==> config.mk <==
export PLATFORM = sky130hd
export DESIGN_NAME = adc_seq
export DESIGN_NICKNAME = d
export VERILOG_FILES = /design/src/rtl/adc_seq_pkg.sv /design/src/rtl/adc_seq_regs.sv /design/src/rtl/adc_seq_timer.sv /design/src/rtl/adc_seq_chan.sv /design/src/rtl/adc_seq.sv
export SDC_FILE = /design/constraint.sdc
export NUM_CORES = 1
export LEC_CHECK = 0
export BUFFER_PORTS_ARGS = -buffer_cell sky130_fd_sc_hd__buf_2
export CAP_MARGIN = 10
export CORE_MARGIN = 2
export CORE_UTILIZATION = 40
export DETAILED_ROUTE_END_ITERATION = 6
export PLACE_DENSITY = 0.7
export SYNTH_ARGS = -nofsm -noshare
export SYNTH_HDL_FRONTEND = slang
export SYNTH_HIERARCHICAL = 1
export SYNTH_SLANG_ARGS = --single-unit
export TNS_END_PERCENT = 50
==> constraint.sdc <==
create_clock -name clk -period 2.2 [get_ports clk]
set_input_delay 0.33 -clock clk [delete_from_list [all_inputs] [get_ports clk]]
set_output_delay 0.33 -clock clk [all_outputs]
set_load 0.01 [all_outputs]
==> src/rtl/adc_seq_pkg.sv <==
package adc_seq_pkg;
  // control register bit positions
  localparam int CB_EN   = 0;
  localparam int CB_GO   = 1;
  localparam int CB_AUTO = 2;
  localparam int CB_FREE = 3;
  localparam int CB_CLR  = 4;

  localparam logic A_CTRL = 1'b0;
  localparam logic A_CHAN = 1'b1;

  typedef struct packed {
    logic free;
    logic autotrig;
    logic en;
  } mode_t;

  // sample to 8-bit code with saturation at the reference level
  function automatic logic [7:0] to_code(input int unsigned s, input int unsigned ref_lvl);
    int unsigned q;
    if (s >= ref_lvl) return 8'hFF;
    q = (s * 256) / ref_lvl;
    return q[7:0];
  endfunction
endpackage

==> src/rtl/adc_seq_regs.sv <==
module adc_seq_regs
  import adc_seq_pkg::*;
#(
  parameter int CH_W = 2
) (
  input  logic            clk,
  input  logic            rst_n,
  input  logic            wr_en,
  input  logic            wr_addr,
  input  logic [7:0]      wr_data,
  input  logic            conv_done,
  output mode_t           mode,
  output logic [CH_W-1:0] chan_req,
  output logic            go_wr,
  output logic            flag
);
  logic ctrl_wr, chan_wr, clr_wr;
  logic unused_hi;

  assign ctrl_wr   = wr_en && (wr_addr == A_CTRL);
  assign chan_wr   = wr_en && (wr_addr == A_CHAN);
  assign clr_wr    = ctrl_wr && wr_data[CB_CLR];
  assign go_wr     = ctrl_wr && wr_data[CB_GO] && wr_data[CB_EN];
  assign unused_hi = ^wr_data[7:5];

  always_ff @(posedge clk or negedge rst_n) begin
    if (!rst_n) begin
      mode     <= '0;
      chan_req <= '0;
      flag     <= 1'b0;
    end else begin
      if (ctrl_wr) begin
        mode.en       <= wr_data[CB_EN];
        mode.autotrig <= wr_data[CB_AUTO];
        mode.free     <= wr_data[CB_FREE];
      end
      if (chan_wr) chan_req <= wr_data[CH_W-1:0];
      if (conv_done)   flag <= 1'b1;
      else if (clr_wr) flag <= 1'b0;
    end
  end


  chan_wr_chk: assert property (@(posedge clk) disable iff (!rst_n)
    chan_wr |=> chan_req == $past(wr_data[CH_W-1:0]));

  flag_set_chk: assert property (@(posedge clk) disable iff (!rst_n)
    conv_done |=> flag);

  flag_clr_chk: assert property (@(posedge clk) disable iff (!rst_n)
    (clr_wr && !conv_done) |=> !flag);
endmodule

==> src/rtl/adc_seq_timer.sv <==
module adc_seq_timer
  import adc_seq_pkg::*;
#(
  parameter int CONV_CYC   = 13,
  parameter int SAMPLE_CYC = 2
) (
  input  logic  clk,
  input  logic  rst_n,
  input  logic  ce,
  input  mode_t mode,
  input  logic  go_wr,
  input  logic  trig,
  output logic  active,
  output logic  busy,
  output logic  conv_start,
  output logic  conv_done,
  output logic  sample_stb,
  output logic  trk
);
  localparam int CNT_W = $clog2(CONV_CYC + 1);
  localparam logic [CNT_W-1:0] LAST = CNT_W'(CONV_CYC);
  localparam logic [CNT_W-1:0] SMP  = CNT_W'(SAMPLE_CYC);
  localparam logic [CNT_W-1:0] ONE  = CNT_W'(1);

  logic [CNT_W-1:0] cnt;
  logic start_req;
  logic ext_ok, run_free, trig_acc, restart;

  assign ext_ok     = mode.en && mode.autotrig && !mode.free;
  assign run_free   = mode.en && mode.autotrig && mode.free;
  assign busy       = start_req || active;
  assign trig_acc   = trig && ext_ok;
  assign conv_start = ce && !active && start_req;
  assign conv_done  = ce && active && (cnt == LAST);
  assign restart    = conv_done && run_free;
  assign sample_stb = ce && active && (cnt == SMP);
  assign trk        = ce && (!active || conv_done);

  always_ff @(posedge clk or negedge rst_n) begin
    if (!rst_n) begin
      active    <= 1'b0;
      cnt       <= '0;
      start_req <= 1'b0;
    end else begin
      if (conv_start) begin
        active <= 1'b1;
        cnt    <= ONE;
      end else if (conv_done) begin
        if (restart) cnt <= ONE;
        else begin
          active <= 1'b0;
          cnt    <= '0;
        end
      end else if (ce && active) begin
        cnt <= cnt + ONE;
      end

      if (conv_done && !restart)             start_req <= 1'b0;
      else if ((go_wr || trig_acc) && !busy) start_req <= 1'b1;
    end
  end


  cnt_range_chk: assert property (@(posedge clk) disable iff (!rst_n)
    active |-> (cnt >= ONE && cnt <= LAST));

  go_busy_chk: assert property (@(posedge clk) disable iff (!rst_n)
    (go_wr && !busy) |=> busy);

  single_end_chk: assert property (@(posedge clk) disable iff (!rst_n)
    (conv_done && !restart) |=> !busy);

  free_restart_chk: assert property (@(posedge clk) disable iff (!rst_n)
    restart |=> (active && cnt == ONE));

  ext_gate_chk: assert property (@(posedge clk) disable iff (!rst_n)
    (!ext_ok && !go_wr && !busy) |=> !busy);
endmodule

==> src/rtl/adc_seq_chan.sv <==
module adc_seq_chan
  import adc_seq_pkg::*;
#(
  parameter int NCH     = 4,
  parameter int CH_W    = 2,
  parameter int SW      = 11,
  parameter int REF_LVL = 1024
) (
  input  logic              clk,
  input  logic              rst_n,
  input  logic              trk,
  input  logic              active,
  input  logic              sample_stb,
  input  logic              conv_done,
  input  logic [CH_W-1:0]   chan_req,
  input  logic [NCH*SW-1:0] samples,
  output logic [CH_W-1:0]   mux_sel,
  output logic [7:0]        result
);
  logic [SW-1:0] smp_arr [NCH];
  logic [SW-1:0] picked;
  logic [SW-1:0] samp_q;

  for (genvar g = 0; g < NCH; g++) begin : g_unpack
    assign smp_arr[g] = samples[g*SW +: SW];
  end

  always_comb begin
    picked = '0;
    for (int i = 0; i < NCH; i++)
      if (mux_sel == CH_W'(i)) picked = smp_arr[i];
  end

  always_ff @(posedge clk or negedge rst_n) begin
    if (!rst_n) begin
      mux_sel <= '0;
      samp_q  <= '0;
      result  <= '0;
    end else begin
      if (trk)        mux_sel <= chan_req;
      if (sample_stb) samp_q  <= picked;
      if (conv_done)  result  <= to_code(32'(samp_q), REF_LVL);
    end
  end


  track_chk: assert property (@(posedge clk) disable iff (!rst_n)
    trk |=> mux_sel == $past(chan_req));

  frozen_chk: assert property (@(posedge clk) disable iff (!rst_n)
    (active && !trk) |=> $stable(mux_sel));

  sample_hold_chk: assert property (@(posedge clk) disable iff (!rst_n)
    !sample_stb |=> $stable(samp_q));

  result_hold_chk: assert property (@(posedge clk) disable iff (!rst_n)
    !conv_done |=> $stable(result));
endmodule

==> src/rtl/adc_seq.sv <==
module adc_seq
  import adc_seq_pkg::*;
#(
  parameter int NCH        = 4,
  parameter int SW         = 11,
  parameter int REF_LVL    = 1024,
  parameter int CONV_CYC   = 13,
  parameter int SAMPLE_CYC = 2,
  localparam int CH_W      = (NCH > 1) ? $clog2(NCH) : 1
) (
  input  logic              clk,
  input  logic              rst_n,
  input  logic              adc_ce,
  input  logic              wr_en,
  input  logic              wr_addr,
  input  logic [7:0]        wr_data,
  input  logic              trig,
  input  logic [NCH*SW-1:0] samples,
  output logic [CH_W-1:0]   mux_sel,
  output logic [CH_W-1:0]   chan_req,
  output logic [7:0]        result,
  output logic              done_flag,
  output logic              busy
);
  mode_t mode;
  logic  go_wr, active, conv_start, conv_done, sample_stb, trk;

  adc_seq_regs #(.CH_W(CH_W)) u_regs (
    .clk(clk), .rst_n(rst_n), .wr_en(wr_en), .wr_addr(wr_addr),
    .wr_data(wr_data), .conv_done(conv_done), .mode(mode),
    .chan_req(chan_req), .go_wr(go_wr), .flag(done_flag)
  );

  adc_seq_timer #(.CONV_CYC(CONV_CYC), .SAMPLE_CYC(SAMPLE_CYC)) u_timer (
    .clk(clk), .rst_n(rst_n), .ce(adc_ce), .mode(mode), .go_wr(go_wr),
    .trig(trig), .active(active), .busy(busy), .conv_start(conv_start),
    .conv_done(conv_done), .sample_stb(sample_stb), .trk(trk)
  );

  adc_seq_chan #(.NCH(NCH), .CH_W(CH_W), .SW(SW), .REF_LVL(REF_LVL)) u_chan (
    .clk(clk), .rst_n(rst_n), .trk(trk), .active(active),
    .sample_stb(sample_stb), .conv_done(conv_done), .chan_req(chan_req),
    .samples(samples), .mux_sel(mux_sel), .result(result)
  );


  start_track_chk: assert property (@(posedge clk) disable iff (!rst_n)
    conv_start |=> (busy && mux_sel == $past(chan_req)));
endmodule

Word-level counts from Yosys, hierarchy flattened

Cells that the tools add are included.

Bits in registers: 33
Input bits: 58
Output and inout bits: 14

$add $sub $neg: 1
Order comparisons: 1
Equal/unequal tests: 6
Muxes and demuxes: 19
Bitwise gates (word level): 1
Reductions and logical operators: 31

Operator list:

| operator                                                  | count |
|---|---|
| two-way mux 11 bit                                        | 4 |
| logical AND 1 bit                                         | 18 |
| two-way mux 8 bit                                         | 2 |
| two-way mux 4 bit                                         | 3 |
| greater-or-equal comparator 11 bit, second input constant | 1 |
| two-way mux 1 bit                                         | 10 |
| nonzero test 2 bit                                        | 3 |
| adder 4 x 1 -> 4 bit, second input constant               | 1 |
| == test 2 bit, second input constant                      | 2 |
| == test 4 x 2 -> 1 bit, second input constant             | 1 |
| == test 4 bit, second input constant                      | 1 |
| logical NOT 1 bit                                         | 4 |
| logical OR 1 bit                                          | 3 |
| nonzero test 3 bit                                        | 1 |
| == test 2 x 1 -> 1 bit, second input constant             | 1 |
| logical NOT 2 bit                                         | 1 |
| inequality test 2 bit, second input constant              | 1 |
| AND reduction 2 bit                                       | 1 |
| NOT 1 bit                                                 | 1 |

Logic depth before layout (Yosys ltp)

Depth after elaboration: 8
Mapped depth: 8
Gate-level depth less buffers: 6

By module

Netlist, hierarchy kept.

By module, submodules not included:

| module        | times used | cells each | area an instance (µm²) | seq. area each (µm²) |
|---|---|---|---|---|
| adc_seq_chan  | 1          | 90         | 975.9                  | 475.5 |
| adc_seq_timer | 1          | 41         | 390.4                  | 150.1 |
| adc_seq_regs  | 1          | 17         | 246.5                  | 150.1 |

Worst setup path after synthesis

No wires, ideal clock.

Path type: reg-to-reg
From: reg u_timer.cnt[1]
To: reg u_chan.result[2]
Arrival: 1.456 ns
Slack: 0.667 ns
Cell stages (with the launch flop): 9
Path buffers: 2
Cells stage by stage: dfrtp_1 -> inv_1 -> ha_1 -> nand3_1 -> nor2_1 -> clkbuf_2 -> buf_2 -> nor2_1 -> a21oi_1

Cells in the longest elaborated chain, start to end: 2

Ends and longest elaborated chain:

| what                     | RTL line            | text |
|---|---|---|
| start: declaration       | adc_seq_timer.sv:25 | `logic [CNT_W-1:0] cnt;` |
| start signal: assignment | adc_seq_timer.sv:55 | `cnt <= cnt + ONE;` |
| == test 4 bit            | adc_seq_timer.sv:34 | `assign conv_done = ce && active && (cnt == LAST);` |
| logical AND 1 bit        | adc_seq_timer.sv:34 |  |
| named net conv_done      | adc_seq.sv:26       | `logic go_wr, active, conv_start, conv_done, sample_stb, trk;` |
| end signal: assignment   | adc_seq_chan.sv:42  | `if (conv_done) result <= to_code(32'(samp_q), REF_LVL);` |
| end: declaration         | adc_seq_chan.sv:18  | `output logic [7:0] result` |

The timed path passes the listed nets, and every way through them passes these cells.
A chain may end at the register's enable or synchronous reset.

Worst setup path in the final report

From: reg u_timer.active
To: reg u_chan.samp_q[8]

Cells in the longest elaborated chain, start to end: 2

Ends and longest elaborated chain:

| what                            | RTL line            | text |
|---|---|---|
| start: declaration              | adc_seq_timer.sv:13 | `output logic active,` |
| start signal: assignment        | adc_seq_timer.sv:41 | `active <= 1'b0;` |
| start signal: assignment        | adc_seq_timer.sv:46 | `active <= 1'b1;` |
| start signal: assignment        | adc_seq_timer.sv:51 | `active <= 1'b0;` |
| logical AND 1 bit (2 in series) | adc_seq_timer.sv:36 | `assign sample_stb = ce && active && (cnt == SMP);` |
| named net sample_stb            | adc_seq.sv:26       |  |
| end signal: assignment          | adc_seq_chan.sv:41  | `if (sample_stb) samp_q <= picked;` |
| end: declaration                | adc_seq_chan.sv:22  | `logic [SW-1:0] samp_q;` |

The timed path passes the listed nets, and every way through them passes these cells.

==> out/results.tsv <==
metric	value	unit
outcome	finished, final reports clean	
die_w	67.4	microns
finalSetupTns	0	ps
rsz0062_at_grt	no	
place_congestion	0.800	
synthCells	147	
grt_pass1_vias	1206	
crit_path_max_incr_delay	510	ps
io_pins	72	
finalCritPeriodShare	0.832	
htreeDepth	2	
firstDrtPassIters	4	
grt_pass1_wl	5350	microns
start_kind	register	
power	0.00243	W
cts_tree	built	
cp-end-kind	register	
arrival	2010	ps
synth_nets	208	
layout_commonest_cell	buf_2	
utilization	0.517	
skew	2.71	ps
cts_hold_buf	0	
cts_setup_buffers	0	
cp_slowest_cell	dfrtp_1	
setup_viol	0	
cts.sinks	31	
grt_usage	0.165	
cp_cell_sequence	nand2_1 -> nor4b_1 -> buf_4 -> nand2b_1 -> o221ai_1	
avgSynthCellArea	10.9	sq um
cts_root_buf	clkbuf_8	
dr.first_iter.drc_count	53	
p_leak	1.01	nW
cts-buffers-inserted	5	
maxCapViolations	0	
top_layer_used	met4	
worstPathRequired	2380	ps
numPortBuffers	60	
peakVddDrop	0.708	mV
critPathKind	reg2reg	
period_needed	1830	ps
drive_gt1_frac	0.381	
placementRows	23	
wl_per_cell	13.2	microns
syn2layout_area_growth	26.6	%
wl_met2	1780	microns
finalMaxSlewViolations	0	
grt_max_degree	32	
yosysWarnings	6	
final_nets	270	
cts_resized	0	
final_cell_area	2040	sq um
clk_pin_slew	60	ps
overflow	0	
worst_pin_slew	678	ps
power_density	1190	nW/um^2
relSlewSlack	0.548	
start_util	0.408	
mostFrequentLayoutCells	60 x buf_2, 31 x dfrtp_1, 19 x nor2_1, 19 x mux2i_1	
dr_wl_met3	193	microns
fill_cells	387	
drtAntennaViolNets	0	
hp-class	in2async	
grt_antenna_before_repair	0	
dieArea	4550	sq um
fmax	546	MHz
crit_path_max_fanout	11	
m1WireLength	1440	microns
synth_area	1610	sq um
dpl_cell_area	1940	sq um
die_h	67.4	microns
clk_latency	280	ps
drc_errors	0	
hold_viol	0	
wirelength	3440	microns
vias	1326	
core-area	3940	sq um
antenna_cells	0	
viasPerCell	5.10	
cts_buffer_depth	2	
hpwl	2500	microns
cell type report:
class | count | area (sq um) | share of cell area
Sequential cell | 31 | 776 | 0.381
Multi-Input combinational cell | 104 | 761 | 0.373
Timing Repair Buffer | 63 | 323 | 0.158
Clock buffer | 8 | 100 | 0.0491
Tap cell | 50 | 62.6 | 0.0307
Inverter | 4 | 15.0 | 0.00737
flip-flops by register name, indices dropped and copies added, names as in the netlist:
register,count
u_regs/flag,1
u_chan/mux_sel,2
u_chan/result,8
u_timer/active,1
u_timer/cnt,4
u_regs/mode,3
u_regs/chan_req,2
u_chan/samp_q,9
u_timer/start_req,1
power breakdown:
part / internal [W] / leakage (nW) / total, W / switching (W)
clock network: 0.000285 / 0.0515 / 0.000485 / 0.000200
logic: 0.000472 / 0.585 / 0.000933 / 0.000461
registers: 0.000808 / 0.374 / 0.00101 / 0.000203
through the flow:
step,setup slack (ps),hold slack [ps],std cells
after floorplan,667,34.4,147
after global placement,406,408,252
after detailed placement,376,410,252
after CTS,331,100,260
after global routing,124,145,260
final,370,80.9,260
layer usage:
metal / up-vias / GRT usage
met5: - / 0
met4: 0 / 0.0689
met3: 2 / 0.0633
met2: 33 / 0.271
met1: 639 / 0.194
li1: 652 / -
worst max-delay path: cells and delay by family, from the launching register on:
kind / cells / cell delay [ps]
buffers and inverters: 1 / 220
flip-flops: 1 / 510
AO/OA/AOI/OAI: 1 / 290
AND/OR/NAND/NOR: 3 / 710
final timing paths:
check                                    to  slack [ps]  cells after the start             start
min in group clk                u_regs/flag         230                      2        wr_data[4]
min                          u_timer/active          80                      1             rst_n
min reg2reg                u_chan/samp_q[4]         500                      2  u_chan/samp_q[4]
max in group asynchronous  u_chan/result[1]        1670                      1             rst_n
max                        u_chan/samp_q[8]         370                      5    u_timer/active
max reg2reg                u_chan/samp_q[8]         370                      5    u_timer/active
Power figures use the tool's default switching activity.
